### config.mk
export PLATFORM = sky130hd
export DESIGN_NAME = keyed_gpio_regs
export DESIGN_NICKNAME = d
export VERILOG_FILES = /design/src/rtl/keyed_gpio_pkg.sv /design/src/rtl/kg_sync.sv /design/src/rtl/kg_key_lock.sv /design/src/rtl/kg_pin_status.sv /design/src/rtl/keyed_gpio_regs.sv
export SDC_FILE = /design/constraint.sdc
export NUM_CORES = 1
export LEC_CHECK = 0
export ABC_AREA = 1
export BUFFER_PORTS_ARGS = -buffer_cell sky130_fd_sc_hd__buf_2
export CORE_UTILIZATION = 40
export DETAILED_ROUTE_END_ITERATION = 8
export HOLD_SLACK_MARGIN = 0.15
export PLACE_DENSITY = 0.65
export SKIP_CTS_REPAIR_TIMING = 1
export SLEW_MARGIN = 20
export SYNTH_ARGS = -nofsm -noshare
export SYNTH_HDL_FRONTEND = slang
export SYNTH_HIERARCHICAL = 1
export SYNTH_SLANG_ARGS = --single-unit
### constraint.sdc
create_clock -name clk_i -period 2.3 [get_ports clk_i]
set_input_delay 0.345 -clock clk_i [delete_from_list [all_inputs] [get_ports clk_i]]
set_output_delay 0.345 -clock clk_i [all_outputs]
set_load 0.05 [all_outputs]
### src/rtl/keyed_gpio_pkg.sv
package keyed_gpio_pkg;
  localparam int NPINS     = 4;
  localparam int NGPIO     = 2;
  localparam int GPIO_BASE = 2;   // first bidirectional pin index
  localparam int NIB_W     = 4;
  localparam int CTRL_LSB  = 16;
  localparam int DATA_LSB  = 8;
  localparam int CTRL_W    = NPINS * NIB_W;
  // nibble field positions
  localparam int F_AUX     = 0;   // output-enable or latch
  localparam int F_POL     = 1;
  localparam int F_STICKY  = 2;
  localparam int F_WAKE    = 3;
  localparam logic [7:0]  OFS_KEY  = 8'hE0;
  localparam logic [7:0]  OFS_GPIO = 8'hE8;
  localparam logic [15:0] UNLOCK_KEY = 16'h4281;
endpackage

### src/rtl/kg_sync.sv
module kg_sync #(
  parameter int W      = 4,
  parameter int STAGES = 2
) (
  input  logic         clk_i,
  input  logic         rst_ni,
  input  logic [W-1:0] async_i,
  output logic [W-1:0] sync_o,
  output logic [W-1:0] prev_o
);
  logic [W-1:0] stg_q [STAGES];
  logic [W-1:0] prev_q;

  always_ff @(posedge clk_i or negedge rst_ni) begin
    if (!rst_ni) begin
      for (int i = 0; i < STAGES; i++) stg_q[i] <= '0;
      prev_q <= '0;
    end else begin
      stg_q[0] <= async_i;
      for (int i = 1; i < STAGES; i++) stg_q[i] <= stg_q[i-1];
      prev_q <= stg_q[STAGES-1];
    end
  end

  assign sync_o = stg_q[STAGES-1];
  assign prev_o = prev_q;
endmodule

### src/rtl/kg_key_lock.sv
module kg_key_lock #(
  parameter logic [15:0] KEY_VALUE = 16'h4281
) (
  input  logic        clk_i,
  input  logic        rst_ni,
  input  logic        we_i,
  input  logic [1:0]  be_i,
  input  logic [15:0] wdata_i,
  output logic [15:0] key_o,
  output logic        unlocked_o
);
  logic [15:0] key_q;

  always_ff @(posedge clk_i or negedge rst_ni) begin
    if (!rst_ni) key_q <= '0;
    else if (we_i) begin
      if (be_i[0]) key_q[7:0]  <= wdata_i[7:0];
      if (be_i[1]) key_q[15:8] <= wdata_i[15:8];
    end
  end

  assign key_o      = key_q;
  assign unlocked_o = (key_q == KEY_VALUE);

  AST_KEY_ONLY_BY_WRITE: assert property (@(posedge clk_i) disable iff (!rst_ni)
    !we_i |=> $stable(key_q));
endmodule

### src/rtl/kg_pin_status.sv
module kg_pin_status (
  input  logic clk_i,
  input  logic rst_ni,
  input  logic sync_i,
  input  logic prev_i,
  input  logic sticky_i,
  input  logic pol_i,
  input  logic clr_i,
  output logic flag_o,
  output logic level_o
);
  logic act_edge;
  logic flag_q;

  // change on the pin that lands on the active level
  assign act_edge = (sync_i ^ prev_i) & (sync_i ^ pol_i);

  always_ff @(posedge clk_i or negedge rst_ni) begin
    if (!rst_ni)       flag_q <= 1'b0;
    else if (!sticky_i) flag_q <= 1'b0;
    else if (act_edge)  flag_q <= 1'b1;  // edge beats a clear
    else if (clr_i)     flag_q <= 1'b0;
  end

  assign flag_o  = flag_q;
  assign level_o = sync_i ^ pol_i;

  AST_EDGE_SETS: assert property (@(posedge clk_i) disable iff (!rst_ni)
    (sticky_i && act_edge) |=> flag_q);
  AST_STICKY_HOLDS: assert property (@(posedge clk_i) disable iff (!rst_ni)
    (sticky_i && flag_q && !clr_i) |=> flag_q);
  AST_CLEAR_WORKS: assert property (@(posedge clk_i) disable iff (!rst_ni)
    (sticky_i && clr_i && !act_edge) |=> !flag_q);
endmodule

### src/rtl/keyed_gpio_regs.sv
module keyed_gpio_regs
  import keyed_gpio_pkg::*;
#(
  parameter int          SYNC_STAGES = 2,
  parameter logic [15:0] KEY_VALUE   = UNLOCK_KEY
) (
  input  logic        clk_i,
  input  logic        rst_ni,
  input  logic [7:0]  addr_i,
  input  logic        wr_en_i,
  input  logic [3:0]  be_i,
  input  logic [31:0] wdata_i,
  output logic [31:0] rdata_o,
  input  logic        vol_dn_i,
  input  logic        vol_up_i,
  input  logic [1:0]  gpio_i,
  output logic [1:0]  gpio_o,
  output logic [1:0]  gpio_oe_o
);
  logic              hit_key, hit_gpio, unlocked, gpio_we;
  logic [15:0]       key_val;
  logic [CTRL_W-1:0] ctrl_q;
  logic [NGPIO-1:0]  data_q;
  logic [NPINS-1:0]  pins, pin_sync, pin_prev, status;

  assign hit_key  = (addr_i[7:2] == OFS_KEY[7:2]);
  assign hit_gpio = (addr_i[7:2] == OFS_GPIO[7:2]);
  assign gpio_we  = wr_en_i && hit_gpio && unlocked;

  kg_key_lock #(.KEY_VALUE(KEY_VALUE)) u_key (
    .clk_i, .rst_ni,
    .we_i      (wr_en_i && hit_key),
    .be_i      (be_i[1:0]),
    .wdata_i   (wdata_i[15:0]),
    .key_o     (key_val),
    .unlocked_o(unlocked)
  );

  always_ff @(posedge clk_i or negedge rst_ni) begin
    if (!rst_ni) begin
      ctrl_q <= '0;
      data_q <= '0;
    end else if (gpio_we) begin
      if (be_i[3]) ctrl_q[15:8] <= wdata_i[31:24];
      if (be_i[2]) ctrl_q[7:0]  <= wdata_i[23:16];
      if (be_i[1]) data_q       <= wdata_i[DATA_LSB +: NGPIO];
    end
  end

  assign pins = {gpio_i, vol_up_i, vol_dn_i};

  kg_sync #(.W(NPINS), .STAGES(SYNC_STAGES)) u_sync (
    .clk_i, .rst_ni,
    .async_i(pins),
    .sync_o (pin_sync),
    .prev_o (pin_prev)
  );

  for (genvar p = 0; p < NPINS; p++) begin : g_pin
    logic flag, level, clr, sticky;
    assign sticky = ctrl_q[p*NIB_W + F_STICKY];
    assign clr    = gpio_we && be_i[0] && !wdata_i[p];

    kg_pin_status u_stat (
      .clk_i, .rst_ni,
      .sync_i  (pin_sync[p]),
      .prev_i  (pin_prev[p]),
      .sticky_i(sticky),
      .pol_i   (ctrl_q[p*NIB_W + F_POL]),
      .clr_i   (clr),
      .flag_o  (flag),
      .level_o (level)
    );

    if (p >= GPIO_BASE) begin : g_bidir
      logic oe;
      assign oe        = ctrl_q[p*NIB_W + F_AUX];
      assign status[p] = oe ? pin_sync[p] : (sticky ? flag : level);
      assign gpio_oe_o[p-GPIO_BASE] = oe;
      assign gpio_o[p-GPIO_BASE]    = data_q[p-GPIO_BASE];
    end else begin : g_in
      assign status[p] = sticky ? flag : level;
    end
  end

  always_comb begin
    rdata_o = '0;
    if (hit_key) rdata_o[15:0] = key_val;
    else if (hit_gpio) begin
      rdata_o[CTRL_LSB +: CTRL_W]  = ctrl_q;
      rdata_o[DATA_LSB +: NGPIO]   = data_q;
      rdata_o[NPINS-1:0]           = status;
    end
  end

  AST_LOCKED_NO_WRITE: assert property (@(posedge clk_i) disable iff (!rst_ni)
    (wr_en_i && hit_gpio && !unlocked) |=> ($stable(ctrl_q) && $stable(data_q)));
  AST_OE_FOLLOWS_CTRL: assert property (@(posedge clk_i) disable iff (!rst_ni)
    !gpio_we |=> ($stable(gpio_oe_o) && $stable(gpio_o)));
endmodule

==> results of run 1 <==
## how the worst min path moves through the flow
stage	start	end	slack [ns]
floorplan	rst_ni	ctrl_q[0]	0.05
global placement	u_sync/stg_q[7]	u_sync/sync_o[3]	0.33
detailed placement	u_sync/stg_q[5]	u_sync/sync_o[1]	0.34
CTS	rst_ni	u_key/key_o[15]	0.03
global route	wdata_i[12]	u_key/key_o[12]	0.28
finish	wdata_i[12]	u_key/key_o[12]	0.28
## state kept, by name, indices dropped and copies added (netlist names)
signal / flops
ctrl_q: 16
u_key/key_o: 16
gpio_o: 2
u_sync/stg_q: 4
u_sync/sync_o: 4
g_pin.u_stat/flag_o: 4
u_sync/prev_o: 4
## placed cells by master, fill, tap and decap left out, drive strengths merged
cell type | Yosys | final
a21oi | 12 | 12
buf | 17 | 89
clkbuf | 0 | 7
clkinv | 0 | 1
dfrtp | 50 | 50
dlygate4sd3 | 0 | 5
inv | 69 | 69
nand2 | 82 | 82
nand3 | 25 | 25
nand4 | 20 | 20
nor2 | 53 | 53
o21ai | 6 | 6
xor2 | 4 | 4
## cell type report
type	count	area (um^2)	share of cell area
clock inverter	1	5.00	0.00156
multi-input combinational	202	992	0.309
tap	77	96.3	0.0300
clock buffer	7	86.3	0.0269
timing repair buffer	94	520	0.162
inverter	69	259	0.0807
sequential	50	1250	0.390
## worst min-delay path: cells and delay by family
family	cells	cell delay [ns]
compound gates	1	0.08
simple gates	1	0.03
buf+inv	1	0.08
## logic make-up (layout without fill, tap and decap cells)
logic type,after synthesis,in the layout,synth area share
flip-flops,50,50,0.470
XOR/XNOR,4,4,0.0132
AO/OA/AOI/OAI,18,18,0.0508
AND/OR/NAND/NOR,180,180,0.309
buffers and inverters,86,171,0.157
## cell usage after synthesis
cell type | count | area (um^2)
o21ai_0 | 2 | 10.0
nor2_1 | 47 | 176
buf_12 | 2 | 40.0
dfrtp_1 | 50 | 1250
inv_1 | 67 | 251
inv_2 | 2 | 7.51
nand2_2 | 2 | 12.5
buf_4 | 8 | 60.1
nor2_4 | 1 | 11.3
buf_6 | 2 | 22.5
o21ai_1 | 4 | 20.0
xor2_1 | 4 | 35.0
nand4_1 | 20 | 125
buf_2 | 4 | 20.0
nand3_1 | 20 | 100
a21oi_2 | 12 | 105
nand2_1 | 80 | 300
nand3_2 | 3 | 30.0
nand3_4 | 2 | 35.0
buf_8 | 1 | 15.0
nor2_2 | 5 | 31.3
## power by group through the flow
stage               logic, mW  clock network, mW  registers, mW
CTS                     0.156              0.545          0.933
floorplan              0.0833                  0          0.942
global placement        0.152                  0          0.949
finish                  0.160              0.522          0.932
global route            0.181              0.574          0.937
detailed placement      0.156                  0          0.950
## metal layers
| metal | global-route usage | vias up | wire length (um) |
|---|---|---|---|
| met5 | 0 | - | 0 |
| met4 | 0.0508 | 0 | 69 |
| met3 | 0.0356 | 7 | 331 |
| met2 | 0.300 | 60 | 2720 |
| met1 | 0.240 | 1019 | 2800 |
| li1 | - | 1187 | - |
## through the flow
stage	instance area, um^2	util
2_1_floorplan	2660	-
3_3_place_gp	3070	0.481
3_5_place_dp	3070	0.481
4_1_cts	3160	0.495
5_1_grt	3210	0.503
6_report	3210	0.503
==> impl_metrics.toml, run 1 <==
[logic_synthesis]
synthCells = 338
syn-cell-area_um2 = 2660
syn_nets = 389
yosysSeqAreaShare = 0.470
synth_cell_types = 21
synth_warnings = 6
avgSynthCellArea_um2 = 7.87
synth-seq-cells = 50

[power_and_ir_drop]
total_power_mw = 1.61
ir_worst_vdd_v = 0.000403
power_switching_mw = 0.393
seq_power_share = 0.577
p_leak_nw = 1.85
switching_share = 0.243
pwr-share-comb = 0.099
power.clock.fraction = 0.323
p_per_area_nw_per_um2 = 503
internal-power_mw = 1.22

[setup_path]
r2r.worst_path.cells = 14
critPathCaptureType = "output pin"
worstSetupPathType = "input port to output pin"
critPathTopFamily = "buffers and inverters"
cp.required_ns = 1.96
critPathLaunch = "addr_i[2]"
r2r-end = "g_pin[3].u_stat/flag_o"
arrival_ns = 1.61
path_cells = "buf_2, inv_1, nand3_2, nor2_4, inv_2, nor2_1, buf_2"
crit_fanout = 16
crit_path_end = "rdata_o[30]"
start_kind = "input port"
path_depth = 7
cp_slowest_stage_delay_ns = 0.34
r2r_start = "u_key/key_o[10]"
r2r_slack_ns = 0.55
cp_slowest_cell = "nor2_4"
crit_path_frequent_cell = "buf_2"
crit_buf_inv = 4

[sta]
fin_crit_sh = 0.852
fmax_mhz = 510
rsz0062_at_grt = "no"
worstMarginPinSlew_ns = 0.442
setup_violations = 0
relSlewSlack = 0.704
skew_ns = 0.00553
hold_violations = 0
timing.final.ws_setup_ns = 0.341
fin_hold_ws_ns = 0.279
setup_tns_ns = 0
slew_violations = 0
period_minus_slack_ns = 1.96

[clock_network]
cts_buffer_depth = 2
clk_pin_slew_worst_paths_ns = 0.09
cts_sinks = 50
worstSkewPairLatency_ns = 0.30
cts_tree = "yes"
htree_levels = 2
cts-root-buf = "clkbuf_8"
numCtsBuffers = 5

[global_routing]
grt_pass1_wl_um = 10100
overflow = 0
grt_pass1_vias = 2227
antenna_found_initial = 0
grt_max_degree = 51
grtUsageTotal = 0.180

[final_layout]
syn2layout_area_growth_pct = 20.7
nets = 473
fin_cells = 500
n_antenna_cell = 0
drive_gt1_frac = 0.291
fillCellCount = 648

[routing]
drc = 0
via_per_inst = 4.55
first_pass_iters = 4
routedWlPerCell_um = 11.8
wirelength_um = 5920
final_antenna_net_count = 0
drt_iter0_drc = 75
via_count = 2273

[floorplanning]
die_h_um = 83.6
initial_core_util = 0.417
coreArea_um2 = 6390
die_area_um2 = 6980
die_x_um = 83.6
std_cell_rows = 29
ios = 87

[placement]
port_buffers = 84
dp_cells = 487
place_congestion = 0.773
pre_cts_slack_ns = 0.254
place_hpwl_um = 4400

[worst_hold_path]
whs_path_depth = 3
worstHoldPathType = "input port to flop"

[outcome]
status = "finished, final reports clean"

[job]
maxCapViolCount = 0
Power figures use the tool's default switching activity.
==> run 2, diff against run 1 <==
BUFFER_PORTS_ARGS = unset   (was -buffer_cell sky130_fd_sc_hd__buf_2)
CORE_MARGIN = 2   (was unset)
DONT_BUFFER_PORTS = 1   (was unset)
PLACE_DENSITY = unset   (was 0.65)
SYNTH_HIERARCHICAL = unset   (was 1)
==> run 2 against run 1 <==
Fmax rose by 0.79%. Via count decreased by 16%. Count of clock-buffer cells in the layout is 2 lower. Non-clock buffer count is 54 lower. Synthesized cell count is 15% lower. Critical path depth down 2. Critical endpoint is now rdata_o[2]. Largest cell class unchanged. Largest power group unchanged.
==> impl_metrics.toml, run 2 <==
[logic_synthesis]
synth_top_family_by_area = "simple AND/OR/NAND/NOR gates"
synth_cell_types = 24
synthCells = 287
synth_mux_area_frac = 0
yosys.area_share.simple = 0.269
synthAdderAreaFrac = 0
synth_compound_area_frac = 0.0861
yosysSeqAreaShare = 0.541
avgSynthCellArea_um2 = 8.05
synth_top_area_cell = "dfrtp_1"
yosys-top-cells-area = "dfrtp_1 54%, nand2_1 10%, nor2_1 8.1%"
synth_flop_cell = "dfrtp_1"
yosys-top-cells-count = "62 x nand2_1, 50 x dfrtp_1, 50 x nor2_1, 41 x inv_1, 19 x nand3_1"
synthXorXnorAreaFrac = 0.00758
synth_top_area_share = 0.541
synth.most_common_cell = "nand2_1"
syn-cell-area_um2 = 2310
synth_warnings = 0
syn_nets = 338
synth_edf_count = 0
synth-seq-cells = 50
synthArstFlopShare = 1.00

[final_layout]
drive_gt1_frac = 0.166
syn2layout_area_growth_pct = 20.5
n_antenna_cell = 0
final_core_util = 0.502
final_cell_mix = "62 x nand2_1, 50 x nor2_1, 50 x dfrtp_1"
fillCellCount = 550
nets = 375
final_common_cell = "nand2_1"

[outcome]
status = "finished, final reports clean"

[clock_network]
worstSkewPairLatency_ns = 0.30
numCtsBuffers = 5
htree_levels = 2
cts_tree = "yes"
clk_pin_slew_worst_paths_ns = 0.09
cts_sinks = 50
cts_buffer_depth = 2
cts-root-buf = "clkbuf_8"

[floorplanning]
die_area_um2 = 6400
coreArea_um2 = 5540
std_cell_rows = 27
initial_core_util = 0.417
die_x_um = 80.0
die_h_um = 80.0
ios = 87

[power_and_ir_drop]
p_leak_nw = 1.42
power_switching_mw = 0.365
switching_share = 0.223
pwr-share-comb = 0.061
p_per_area_nw_per_um2 = 587
seq_power_share = 0.569
internal-power_mw = 1.27
ir_worst_vdd_v = 0.000393
total_power_mw = 1.63
power.clock.fraction = 0.370

[routing]
via_count = 1920
wirelength_um = 5030
routedWlPerCell_um = 12.7
drc = 0
final_antenna_net_count = 0
drt_iter0_drc = 63
first_pass_iters = 4
via_per_inst = 4.84

[global_routing]
overflow = 0
grt_pass1_wl_um = 8140
grt.met1_usage = 0.205
grt_use_met3 = 0.0566
met2_usage = 0.271
grt_pass1_vias = 1808
antenna_found_initial = 0
grtUsageTotal = 0.164
grt.busiest_layer = "met2"
grt_max_degree = 51

[sta]
slew_violations = 0
rsz0062_at_grt = "no"
fmax_mhz = 514
hold_violations = 0
relSlewSlack = 0.657
fin_hold_ws_ns = 0.169
skew_ns = 0.00598
worstMarginPinSlew_ns = 0.514
fin_crit_sh = 0.845
setup_violations = 0
setup_tns_ns = 0
period_minus_slack_ns = 1.94

[setup_path]
cp.required_ns = 1.96
arrival_ns = 1.60
start_kind = "flop"
worstSetupPathType = "flop to output pin"
critPathCaptureType = "output pin"
crit_fanout = 3

[placement]
place_hpwl_um = 3670
port_buffers = 0
place_congestion = 0.756

[worst_hold_path]
worstHoldPathType = "input port to flop"

[job]
maxCapViolCount = 0
run 2: cell count changes in the layout (fill, tap and decap cells not counted), moves of 3 or more:
cell     before  now
a21oi_1       0   16
a21oi_2      12    0
buf_2        84    0
buf_4         4   34
inv_1        67   41
nand2_1      80   62
nand4_1      20    3
nor2_1       47   50
o21ai_1       4   10
o22ai_1       0    4
xor2_1        4    0
run 2: kinds of logic (layout without fill, tap and decap cells):
| group | Yosys count | after routing |
|---|---|---|
| and+or+nand+nor | 145 | 145 |
| buffers and inverters | 53 | 91 |
| AOI/OAI and AO/OA | 37 | 37 |
| DFF | 50 | 50 |
| xor gates and xnor gates | 2 | 2 |
run 2: cell type report:
cell class	count	area (um^2)	area share
clock buffer	5	68.8	0.0247
timing repair buffer	40	333	0.120
multi-input combinational	184	838	0.301
clock inverter	3	40.0	0.0144
sequential	50	1250	0.449
inverter	43	163	0.0584
tap	72	90.1	0.0324
run 2: through the flow:
step | instances | worst slack (ns) | area, um^2
floorplan | 287 | 0.0233 | 2310
global placement | 383 | 0.409 | 2600
detailed placement | 383 | 0.411 | 2600
CTS | 391 | 0.330 | 2710
global route | 397 | 0.246 | 2780
finish | 397 | 0.356 | 2780
run 2: worst paths after layout:
check                      cells past startpoint               end  slack (ns)            start
setup / recovery                               5        rdata_o[2]        0.36        ctrl_q[8]
hold / removal                                 2    u_key.key_o[2]        0.17       wdata_i[2]
setup reg to reg                              10         ctrl_q[8]        0.67   u_key.key_o[3]
hold reg to reg                                0  u_sync.sync_o[3]        0.36  u_sync.stg_q[7]
max in group asynchronous                      2  u_sync.prev_o[1]        1.50           rst_ni
min in group asynchronous                      2         gpio_o[0]        0.57           rst_ni
run 2: worst max-delay path: stages, from the launching register on:
cell      delay [ns]
dfrtp_1         0.66
inv_1           0.16
o211ai_1        0.13
o211ai_1        0.10
nand2_1         0.07
buf_4           0.19
run 2: metal layers:
metal | up-vias | wire length (um)
met3 | 4 | 461
met5 | - | 0
li1 | 965 | -
met1 | 881 | 2220
met4 | 0 | 28
met2 | 70 | 2320
run 2: power by group through the flow:
stage	clock network, mW	logic, mW	registers [mW]
final	0.605	0.0997	0.928
after global routing	0.665	0.117	0.933
after CTS	0.624	0.0715	0.929
after detailed placement	0	0.0712	0.947
after global placement	0	0.0695	0.945
after floorplan	0	0.0635	0.942
==> run 3, diff against run 2 <==
clock period = 1.8 ns   (was 2.3 ns; I/O delays follow)
==> run 3 against run 2 <==
Die area unchanged. Register-to-register slack got worse by 0.44 ns. Global-route usage rose by 0.17 points. Combinational power is 91% higher.
==> impl_metrics.toml, run 3 (synthesis results as in run 2) <==
[floorplanning]
die_area_um2 = 6400
initial_core_util = 0.417
coreArea_um2 = 5540
die_x_um = 80.0
die_h_um = 80.0
ios = 87
std_cell_rows = 27

[global_routing]
grt_max_degree = 51
grtUsageTotal = 0.166
antenna_found_initial = 0
met2_usage = 0.263
grt_pass1_vias = 1734
grt_pass1_wl_um = 8180
grt.busiest_layer = "met2"
overflow = 0
grt_use_met3 = 0.0509
grt.met1_usage = 0.218

[power_and_ir_drop]
ir_worst_vdd_v = 0.000407
internal-power_mw = 1.54
p_per_area_nw_per_um2 = 642
p_leak_nw = 1.58
seq_power_share = 0.581
switching_share = 0.248
power.clock.fraction = 0.327
power_switching_mw = 0.507
pwr-share-comb = 0.093

[clock_network]
clk_pin_slew_worst_paths_ns = 0.09
cts_buffer_depth = 2
numCtsBuffers = 5
htree_levels = 2
cts_sinks = 50
worstSkewPairLatency_ns = 0.30
cts-root-buf = "clkbuf_8"
cts_tree = "yes"

[setup_path]
worstSetupPathType = "flop to output pin"
path_cells = "inv_2, nor2_2, o21ai_1, nand2_1, o21ai_2, o22ai_2, buf_4"
crit_fanout = 4
cp_slowest_stage_delay_ns = 0.41
critPathTopFamily = "flip-flops"
cp.required_ns = 1.53
crit_buf_inv = 2
arrival_ns = 1.43
cp_slowest_cell = "dfrtp_1"
critPathLaunch = "ctrl_q[13]"
r2r_start = "u_key.key_o[8]"
start_kind = "flop"
critPathCaptureType = "output pin"

[worst_hold_path]
worstHoldPathType = "input port to flop"
hold_path.startpoint = "wdata_i[7]"

[sta]
relSlewSlack = 0.699
fin_crit_sh = 0.942
slew_violations = 0
timing.final.ws_setup_ns = 0.104
setup_violations = 0
worstMarginPinSlew_ns = 0.451
skew_ns = 0.00703
setup_tns_ns = 0
period_minus_slack_ns = 1.70
fin_hold_ws_ns = 0.132
hold_violations = 0
fmax_mhz = 590

[final_layout]
final_cell_mix = "62 x nand2_1, 50 x dfrtp_1, 40 x inv_1"
fillCellCount = 515
nets = 412
syn2layout_area_growth_pct = 37.8
final_common_cell = "nand2_1"
fin_cells = 434
drive_gt1_frac = 0.207
n_antenna_cell = 0

[routing]
final_antenna_net_count = 0
via_per_inst = 4.65
routedWlPerCell_um = 12.8
drt_iter0_drc = 99
via_count = 2020
drc = 0
wirelength_um = 5570
first_pass_iters = 4

[placement]
pre_cts_slack_ns = 0.195
port_buffers = 0
dp_cells = 388
place_hpwl_um = 3710
place_congestion = 0.685

[job]
maxCapViolCount = 0

[outcome]
status = "finished, final reports clean"
run 3: final timing paths:
path | to | slack, ns | depth (start not counted)
setup / recovery | rdata_o[3] | 0.10 | 7
hold / removal | u_key.key_o[7] | 0.13 | 2
setup reg to reg | ctrl_q[1] | 0.23 | 10
hold reg to reg | u_sync.sync_o[2] | 0.35 | 0
max in group asynchronous | u_sync.prev_o[0] | 1.10 | 2
min in group asynchronous | u_key.key_o[8] | 0.50 | 2
run 3: per-layer routing:
metal  part of all wire  vias to the layer above
met5                  0                        -
met4             0.0056                        0
met3              0.060                        2
met2               0.49                       61
met1               0.44                      913
li1                   -                     1044
run 3: power by group through the flow:
stage	clock network [mW]	registers, mW	logic, mW
after global routing	0.748	1.19	0.211
final	0.668	1.19	0.190
after global placement	0	1.21	0.0891
after detailed placement	0	1.21	0.0915
after CTS	0.702	1.19	0.0922
after floorplan	0	1.20	0.0817
run 3: per-stage QoR:
step | power (mW) | utilization | cell area (um^2)
after CTS | 1.98 | 0.502 | 2780
after global placement | 1.30 | 0.485 | 2690
after detailed placement | 1.30 | 0.485 | 2690
after global routing | 2.15 | 0.575 | 3180
after floorplan | 1.29 | - | 2340
final | 2.04 | 0.575 | 3180
run 3: final cells by class:
class	count	area (um^2)	area share
sequential	50	1250	0.393
multi-input combinational	184	876	0.275
timing repair buffer	77	711	0.223
inverter	43	163	0.0511
tap	72	90.1	0.0283
clock buffer	5	68.8	0.0216
clock inverter	3	25.0	0.00786
